`src/rtl/spi_oe_pkg.sv`:
```
package spi_oe_pkg;
  typedef enum logic [1:0] {
    ST_IDLE,
    ST_SHIFT,
    ST_HOLD,
    ST_TAIL
  } seq_state_e;
endpackage

```
`src/rtl/spi_oe_tick.sv`:
```
module spi_oe_tick #(
  parameter int HALF = 2
) (
  input  logic clk_i,
  input  logic rst_ni,
  input  logic run_i,
  output logic tick_o
);
  localparam int CNT_W = (HALF > 1) ? $clog2(HALF) : 1;

  logic [CNT_W-1:0] cnt_q;

  assign tick_o = run_i && (cnt_q == CNT_W'(HALF - 1));

  always_ff @(posedge clk_i or negedge rst_ni) begin
    if (!rst_ni)                cnt_q <= '0;
    else if (!run_i || tick_o)  cnt_q <= '0;
    else                        cnt_q <= cnt_q + 1'b1;
  end
endmodule

```
`src/rtl/spi_oe_seq.sv`:
```
module spi_oe_seq
  import spi_oe_pkg::*;
#(
  parameter int DATA_W  = 32,
  parameter int MIN_LEN = 4,
  parameter int LEN_W   = 6
) (
  input  logic             clk_i,
  input  logic             rst_ni,
  input  logic             start_i,
  input  logic [LEN_W-1:0] frame_len_i,
  input  logic             cpol_i,
  input  logic             cpha_i,
  input  logic             tick_i,
  output logic             busy_o,
  output logic             load_o,
  output logic [LEN_W-1:0] len_o,
  output logic             sample_o,
  output logic             shift_o,
  output logic             capture_o,
  output logic             sclk_o,
  output logic             ss_no,
  output logic             doe_no,
  output logic             done_o
);
  localparam int EDGE_W = LEN_W + 1;

  seq_state_e       state_q;
  logic [EDGE_W-1:0] edge_q;
  logic [LEN_W-1:0] len_q;
  logic             cpha_q;
  logic             sclk_q, ss_q, doe_q, done_q;
  logic             edge_go, leading, last_edge;

  always_comb begin
    if (frame_len_i < LEN_W'(MIN_LEN))     len_o = LEN_W'(MIN_LEN);
    else if (frame_len_i > LEN_W'(DATA_W)) len_o = LEN_W'(DATA_W);
    else                                   len_o = frame_len_i;
  end

  assign busy_o    = (state_q != ST_IDLE);
  assign load_o    = (state_q == ST_IDLE) && start_i;
  assign edge_go   = tick_i && (state_q == ST_SHIFT);
  assign leading   = ~edge_q[0];  // next edge number is odd
  assign last_edge = (edge_q == ({len_q, 1'b0} - 1'b1));
  assign sample_o  = edge_go && (cpha_q ? ~leading : leading);
  assign shift_o   = edge_go && (cpha_q ? (leading && (edge_q != '0)) : ~leading);
  assign capture_o = tick_i && (state_q == ST_TAIL);

  always_ff @(posedge clk_i or negedge rst_ni) begin
    if (!rst_ni) begin
      state_q <= ST_IDLE;
      edge_q  <= '0;
      len_q   <= LEN_W'(MIN_LEN);
      cpha_q  <= 1'b0;
      sclk_q  <= 1'b0;
      ss_q    <= 1'b1;
      doe_q   <= 1'b1;
      done_q  <= 1'b0;
    end else begin
      done_q <= 1'b0;
      unique case (state_q)
        ST_IDLE: begin
          sclk_q <= cpol_i;
          if (start_i) begin
            state_q <= ST_SHIFT;
            edge_q  <= '0;
            len_q   <= len_o;
            cpha_q  <= cpha_i;
            ss_q    <= 1'b0;
            doe_q   <= 1'b0;
          end
        end
        ST_SHIFT: if (tick_i) begin
          sclk_q <= ~sclk_q;
          edge_q <= edge_q + 1'b1;
          if (last_edge) state_q <= ST_HOLD;
        end
        ST_HOLD: if (tick_i) begin
          doe_q   <= 1'b1;
          state_q <= ST_TAIL;
        end
        ST_TAIL: if (tick_i) begin
          ss_q    <= 1'b1;
          done_q  <= 1'b1;
          state_q <= ST_IDLE;
        end
        default: state_q <= ST_IDLE;
      endcase
    end
  end

  assign sclk_o = sclk_q;
  assign ss_no  = ss_q;
  assign doe_no = doe_q;
  assign done_o = done_q;
endmodule

```
`src/rtl/spi_oe_shifter.sv`:
```
module spi_oe_shifter #(
  parameter int DATA_W = 32,
  parameter int LEN_W  = 6
) (
  input  logic              clk_i,
  input  logic              rst_ni,
  input  logic              load_i,
  input  logic [LEN_W-1:0]  len_i,
  input  logic [DATA_W-1:0] tx_data_i,
  input  logic              sample_i,
  input  logic              shift_i,
  input  logic              capture_i,
  input  logic              miso_i,
  output logic              tx_bit_o,
  output logic [DATA_W-1:0] rx_data_o
);
  logic [DATA_W-1:0] tx_q, rx_q, rx_out_q;

  always_ff @(posedge clk_i or negedge rst_ni) begin
    if (!rst_ni) begin
      tx_q     <= '0;
      rx_q     <= '0;
      rx_out_q <= '0;
    end else begin
      if (load_i) begin
        // left-align so the frame MSB sits at the top bit
        tx_q <= tx_data_i << (LEN_W'(DATA_W) - len_i);
        rx_q <= '0;
      end else begin
        if (shift_i)  tx_q <= {tx_q[DATA_W-2:0], 1'b0};
        if (sample_i) rx_q <= {rx_q[DATA_W-2:0], miso_i};
      end
      if (capture_i) rx_out_q <= rx_q;
    end
  end

  assign tx_bit_o  = tx_q[DATA_W-1];
  assign rx_data_o = rx_out_q;
endmodule

```
`src/rtl/spi_oe_master.sv`:
```
module spi_oe_master #(
  parameter int DATA_W  = 32,
  parameter int CLK_DIV = 4,
  parameter int MIN_LEN = 4,
  localparam int LEN_W  = $clog2(DATA_W + 1)
) (
  input  logic              clk_i,
  input  logic              rst_ni,
  input  logic              start_i,
  input  logic [DATA_W-1:0] tx_data_i,
  input  logic [LEN_W-1:0]  frame_len_i,
  input  logic              cpol_i,
  input  logic              cpha_i,
  input  logic              miso_i,
  output logic              busy_o,
  output logic              done_o,
  output logic [DATA_W-1:0] rx_data_o,
  output logic              sclk_o,
  output logic              mosi_o,
  output logic              doe_no,
  output logic              ss_no
);
  localparam int HALF = CLK_DIV / 2;

  logic             tick, load, sample, shift, capture, tx_bit;
  logic [LEN_W-1:0] len_c;

  spi_oe_tick #(.HALF(HALF)) i_tick (
    .clk_i  (clk_i),
    .rst_ni (rst_ni),
    .run_i  (busy_o),
    .tick_o (tick)
  );

  spi_oe_seq #(.DATA_W(DATA_W), .MIN_LEN(MIN_LEN), .LEN_W(LEN_W)) i_seq (
    .clk_i       (clk_i),
    .rst_ni      (rst_ni),
    .start_i     (start_i),
    .frame_len_i (frame_len_i),
    .cpol_i      (cpol_i),
    .cpha_i      (cpha_i),
    .tick_i      (tick),
    .busy_o      (busy_o),
    .load_o      (load),
    .len_o       (len_c),
    .sample_o    (sample),
    .shift_o     (shift),
    .capture_o   (capture),
    .sclk_o      (sclk_o),
    .ss_no       (ss_no),
    .doe_no      (doe_no),
    .done_o      (done_o)
  );

  spi_oe_shifter #(.DATA_W(DATA_W), .LEN_W(LEN_W)) i_shifter (
    .clk_i     (clk_i),
    .rst_ni    (rst_ni),
    .load_i    (load),
    .len_i     (len_c),
    .tx_data_i (tx_data_i),
    .sample_i  (sample),
    .shift_i   (shift),
    .capture_i (capture),
    .miso_i    (miso_i),
    .tx_bit_o  (tx_bit),
    .rx_data_o (rx_data_o)
  );

  assign mosi_o = tx_bit & ~doe_no;
endmodule

```
`config.mk`:
```
export PLATFORM = sky130hd
export DESIGN_NAME = spi_oe_master
export DESIGN_NICKNAME = d
export VERILOG_FILES = /design/src/rtl/spi_oe_pkg.sv /design/src/rtl/spi_oe_tick.sv /design/src/rtl/spi_oe_seq.sv /design/src/rtl/spi_oe_shifter.sv /design/src/rtl/spi_oe_master.sv
export SDC_FILE = /design/constraint.sdc
export NUM_CORES = 1
export LEC_CHECK = 0
export BUFFER_PORTS_ARGS = -buffer_cell sky130_fd_sc_hd__buf_2
export CAP_MARGIN = 30
export CORE_ASPECT_RATIO = 1.25
export CORE_MARGIN = 3
export CORE_UTILIZATION = 56
export CTS_CLUSTER_SIZE = 12
export DETAILED_ROUTE_END_ITERATION = 7
export PLACE_DENSITY = 0.88
export RECOVER_POWER = 50
export SYNTH_ARGS = -nofsm -noshare
export SYNTH_HDL_FRONTEND = slang
export SYNTH_SLANG_ARGS = --single-unit
export TNS_END_PERCENT = 20
```
`constraint.sdc`:
```
create_clock -name clk_i -period 5.1 [get_ports clk_i]
set_input_delay 1.275 -clock clk_i [delete_from_list [all_inputs] [get_ports clk_i]]
set_output_delay 1.275 -clock clk_i [all_outputs]
set_load 0.01 [all_outputs]
```
# ---- Word level (Yosys, flattened, before mapping)
# Index checks and enable logic that the tools add are counted.
dict set report word_totals {
  regBits 117
  latch_bits 0
  ramBits 0
  mem_bits_ro 0
  in_bits 44
  output_inout_bits 38
  word_cells 81
  mem_count 0
}
dict set report op_classes {
  add_sub_neg 4
  n_mul 0
  div 0
  n_lt_le_gt_ge 2
  eq_ne 9
  shift 1
  mux 26
  bitwise_logic 4
  reduce_logical 23
}
# op n
set ops {}
lappend ops {{$mux 32} 4}
lappend ops {{$shl 32x6->32} 1}
lappend ops {{$mux 7} 2}
lappend ops {{$pmux 7 s2} 1}
lappend ops {{$mux 6} 2}
lappend ops {{$reduce_bool 2->1} 6}
lappend ops {{$mux 2} 5}
lappend ops {{$reduce_and 3->1} 3}
lappend ops {{$mux 1} 8}
lappend ops {{$ne 2x1->1 const B} 4}
lappend ops {{$pmux 2 s4} 1}
lappend ops {{$add 7x1->7 const B} 1}
lappend ops {{$eq 7x7->1} 1}
lappend ops {{$logic_and 1x1->1} 7}
lappend ops {{$reduce_bool 7->1} 1}
lappend ops {{$sub 7x1->7 const B} 1}
lappend ops {{$gt 6x6->1 const B} 1}
lappend ops {{$lt 6x3->1 const B} 1}
lappend ops {{$pmux 1 s2} 3}
lappend ops {{$sub 6x6->6 const A} 1}
lappend ops {{$reduce_and 5->1} 1}
lappend ops {{$eq 2x2->1 const B} 2}
lappend ops {{$reduce_and 2->1} 2}
lappend ops {{$not 1->1} 3}
lappend ops {{other kinds (7)} 7}

# ---- Depth between registers and ports, before layout
dict set report depth {
  depth_word 6
  mapped_depth 14
  ltp_nobuf 10
}

# ---- Cells and area by module
# A second synthesis with hierarchy kept.
dict set report hier_totals {
  cells_unflattened 670
  hier_area_um2 7231.9
}
# mod instances cells_each area_each_um2 seq_area_each_um2
set by_module_without_submodules {}
lappend by_module_without_submodules {spi_oe_shifter 1 532 5900.7 2402.3}
lappend by_module_without_submodules {spi_oe_seq 1 134 1276.2 504.2}
lappend by_module_without_submodules {spi_oe_tick 1 3 41.3 25.0}
lappend by_module_without_submodules {spi_oe_master 1 1 13.8 0.0}

# ---- Least setup slack after synthesis
# Ideal clock, no wire load.
dict set report synth_path {
  path_kind {input-to-reg}
  from {input frame_len_i[2]}
  to {register i_shifter.tx_q[21]}
  setup_time_ns 0.123
  arrival_ns 3.977
  t_required_ns 4.977
  path_slack_ns 1.000
  path_stages 11
  path_buffers 4
  cell_sequence {or3_4 and2_4 buf_12 inv_12 buf_12 ha_1 buf_2 buf_1 mux4_1 a221o_1 o221a_1}
}
dict set report synth_via {
  elab_chain_len 6
  elab_cells_between_ends 7
  cone_classes {add/sub: 1; order compare: 2; shift: 1; mux: 3}
}
# item line
set synth_lines {}
lappend synth_lines {{start: declaration} spi_oe_master.sv:11} ;# input logic [LEN_W-1:0] frame_len_i,
lappend synth_lines {{$gt 6x6->1} spi_oe_seq.sv:37} ;# else if (frame_len_i > LEN_W'(DATA_W)) len_o = LEN_W'(DATA_W);
lappend synth_lines {{$mux 6} spi_oe_seq.sv:37}
lappend synth_lines {{$mux 6 *} spi_oe_seq.sv:36} ;# if (frame_len_i < LEN_W'(MIN_LEN)) len_o = LEN_W'(MIN_LEN);
lappend synth_lines {{$sub 6x6->6 *} spi_oe_shifter.sv:27} ;# tx_q <= tx_data_i << (LEN_W'(DATA_W) - len_i);
lappend synth_lines {{$shl 32x6->32 *} spi_oe_shifter.sv:27}
lappend synth_lines {{$mux 32 *} spi_oe_shifter.sv:25} ;# if (load_i) begin
lappend synth_lines {{end signal: assignment} spi_oe_shifter.sv:27}
lappend synth_lines {{end signal: assignment} spi_oe_shifter.sv:30} ;# if (shift_i) tx_q <= {tx_q[DATA_W-2:0], 1'b0};
lappend synth_lines {{end: declaration} spi_oe_shifter.sv:17} ;# logic [DATA_W-1:0] tx_q, rx_q, rx_out_q;
# Mark *: on every way between the ends. The rest lies on a longest branch, timed or not.
# A chain may end at the register's enable or synchronous reset.

# ---- Final worst setup path
dict set report layout_path {
  from {input start_i}
  to {register i_shifter.tx_q[22]}
}
dict set report layout_via {
  elab_chain_len 2
  elab_cells_between_ends 3
  cone_classes {mux: 1; reduce/logical: 2}
}
# item line
set layout_lines {}
lappend layout_lines {{start: declaration} spi_oe_master.sv:9} ;# input logic start_i,
lappend layout_lines {{$logic_and 1x1->1 *} spi_oe_seq.sv:42} ;# assign load_o = (state_q == ST_IDLE) && start_i;
lappend layout_lines {{$mux 32 / $reduce_bool 2->1 (equally long branches)} -}
# Marked as above.

==> metrics <==
CTS tree=yes; die width=~110 um; Die ar.=13,700 sq um; standby leakage power=around 0.0037 uW; core area=~12,000 sq um; placed inst area=7420 sq um; met3 Use GR=0.0569; global routing usage on met2=0.442; outcome=complete, but fails checks; RSZ-0062 raised after global routing=false; # diodes=0; Slew Limit Fails=122; largest net degree at the start of global routing=53; cts bufs inserted=17; Final Wtd Congestion=1.02; Cell Rows=44; Final nets=774; crit start category=primary input; clock transition at the registers of the reported paths=50 ps; worst setup path category=primary input to register; PwrDens=540 nW/um^2; GRT Residual Overflow=0; P&R area growth vs syn=15.8%; EDFF count, synth=0; clk sink count=roughly 120; latest clock arrival within the worst-skew pair=about 400 ps; Post-CTS Resized=0; grt peak-use layer=met2; Max Cap Viol=3; Yosys cell types=70; ys flop type=dfrtp_1; Post-Synthesis Cells=648; Layout Cell Area excl Fill=7980 sq um; Area contributors post-synth=dfrtp_1 (41%), mux2_2 (6.9%), nand2_1 (5.4%); DP HPWL=12,400 um; leading area contributor after synthesis=dfrtp_1; area share of the largest cell type after synthesis=0.414; most numerous cell in the Yosys netlist=dfrtp_1; register area share after synthesis=0.426; Initial Util=0.582; final wirelength=18,000 um; FFs w/ async S/R, synth=1.00; VDD IR max=0.284 mV; global-route wire length before repair=29,100 um; Max FO, Critical Path=42; I/O Pins=82; FILL cells=849; die height=around 130 um; Routed Antenna Nets=0; post-route minimum period=4040 ps; syn_nets=700; DR vias=5,777; Crit path largest cell delay=1350 ps; Clock Root Buffer=clkbuf_16; routed length per instance=20.1 um; synth cell count leaders=dfrtp_1 (114), nand2_1 (100), a21oi_1 (47); DRC errors left=0; vias in the first global route=5,610; postcts setup bufs=0; Fmax achieved=~250 MHz; initial antenna violation count=0; Iter 0 DRT Violations=751; Hold Buf Count CTS=0; post-synthesis cell area=6890 sq um; Buf/Inv on CP=2; critical-path cell list=clkbuf_1 -> nand2_1 -> clkbuf_1 -> nand2_1 -> o22ai_1 -> o32a_1 -> a31oi_1; Mean Syn Cell Area=10.6 sq um; slowest stage cell on the critical path=clkbuf_1; fraction of layout cells with a size suffix above 1=0.257; Vias/cell=about 6.5; final setup TNS=0 ps; class of the worst hold path=register to register; Hold Worst Slack=486 ps; CP Capture Type=register; max_slew headroom=-0.521; synth warn=0; DRT Pass-1 Iters=8; worst-margin pin slew=2280 ps; total global-route track usage=0.270; Final Skew=about 7.4 ps; Top delay family on crit path=buffers and inverters; final setup vio count=0; I/O Buffers=81; H-tree depth=4; failing checks=capacitance limit, slew limit; #FFs+latches synth=117; crit share post-route=0.793; Hold Vio Cnt, Final=0; CTS max path bufs=2; required time worst endpoint=5390 ps; Worst EP arrival=about 4300 ps; GRT met1 Usage=0.348
cells in the final DEF, fill, tap and decap left out, drive strengths merged, types with 6 or more instances in the layout:
master	instances
dfrtp	114
nand2	100
buf	86
a21oi	47
mux2	44
o21ai	39
nor2	34
mux2i	34
clkbuf	31
mux4	29
inv	14
nand3	11
ha	8
nor3	8
xor2	7
nand2b	7
o22ai	7
nand4	6
xnor2	6
o211ai	6
o21a	6
nor2b	6
a211oi	6
clkinv	6
flip-flops by register name, indices dropped and copies added, names as in the netlist, 2 cells and up:
signal / flops
i_seq.edge_q: 7
i_seq.len_q: 6
i_seq.state_q: 2
i_shifter.rx_data_o: 32
i_shifter.rx_q: 32
i_shifter.tx_q: 32
through the flow:
| step | cells | setup slack, ps | util | total power, uW |
|---|---|---|---|---|
| detailed placement | 864 | 756 | 0.627 | 3100 |
| finish | 895 | 1060 | 0.674 | 4310 |
| CTS | 895 | 1150 | 0.676 | 4310 |
| global placement | 863 | 853 | 0.625 | 3000 |
| floorplan | 648 | 1000 | - | 2590 |
| global route | 895 | 609 | 0.674 | 4550 |
path summary, 6_finish.rpt:
| check | startpoint | end | slack, ps | cells past startpoint |
|---|---|---|---|---|
| worst max-delay path | start_i | i_shifter.tx_q[22] | 1060 | 7 |
| worst min-delay path | i_shifter.tx_q[6] | i_shifter.tx_q[6] | 490 | 1 |
| worst max register to register | i_seq.state_q[1] | i_shifter.tx_q[22] | 1220 | 8 |
| worst min register to register | i_shifter.tx_q[6] | i_shifter.tx_q[6] | 490 | 1 |
| max in group asynchronous | rst_ni | i_shifter.rx_q[9] | 1300 | 2 |
| min in group asynchronous | rst_ni | i_shifter.rx_data_o[27] | 1090 | 1 |
kinds of logic (layout without fill, tap and decap cells):
group | after synthesis | after routing | share of synthesized area
AOI/OAI and AO/OA | 156 | 156 | 0.150
xor gates and xnor gates | 13 | 13 | 0.0165
adders and majority gates | 8 | 8 | 0.0145
buffers and inverters | 55 | 141 | 0.0414
DFF | 117 | 117 | 0.426
muxes | 107 | 107 | 0.226
and+or+nand+nor | 192 | 192 | 0.127
power breakdown:
group	switching, uW	total (uW)	internal, uW	leakage, uW
combinational	859	1560	697	0.00187
clock	409	1180	773	0.000286
sequential	272	1570	1300	0.00153
total	1540	4310	2770	0.00369
metal layers:
layer  share of wire  vias up
li1                -     2550
met1            0.39     2821
met2            0.50      347
met3           0.082       59
met4           0.034        0
met5               0        -
final cells by class:
class / count / area, sq um / share of cell area
clock buffer: 21 / 450 / 0.0565
tap: 161 / 201 / 0.0252
sequential: 117 / 2930 / 0.367
clock inverter: 10 / 131 / 0.0165
inverter: 14 / 65.1 / 0.00815
multi-input combinational: 476 / 3680 / 0.462
timing repair buffer: 96 / 517 / 0.0648
(Power assumes the default switching activity.)
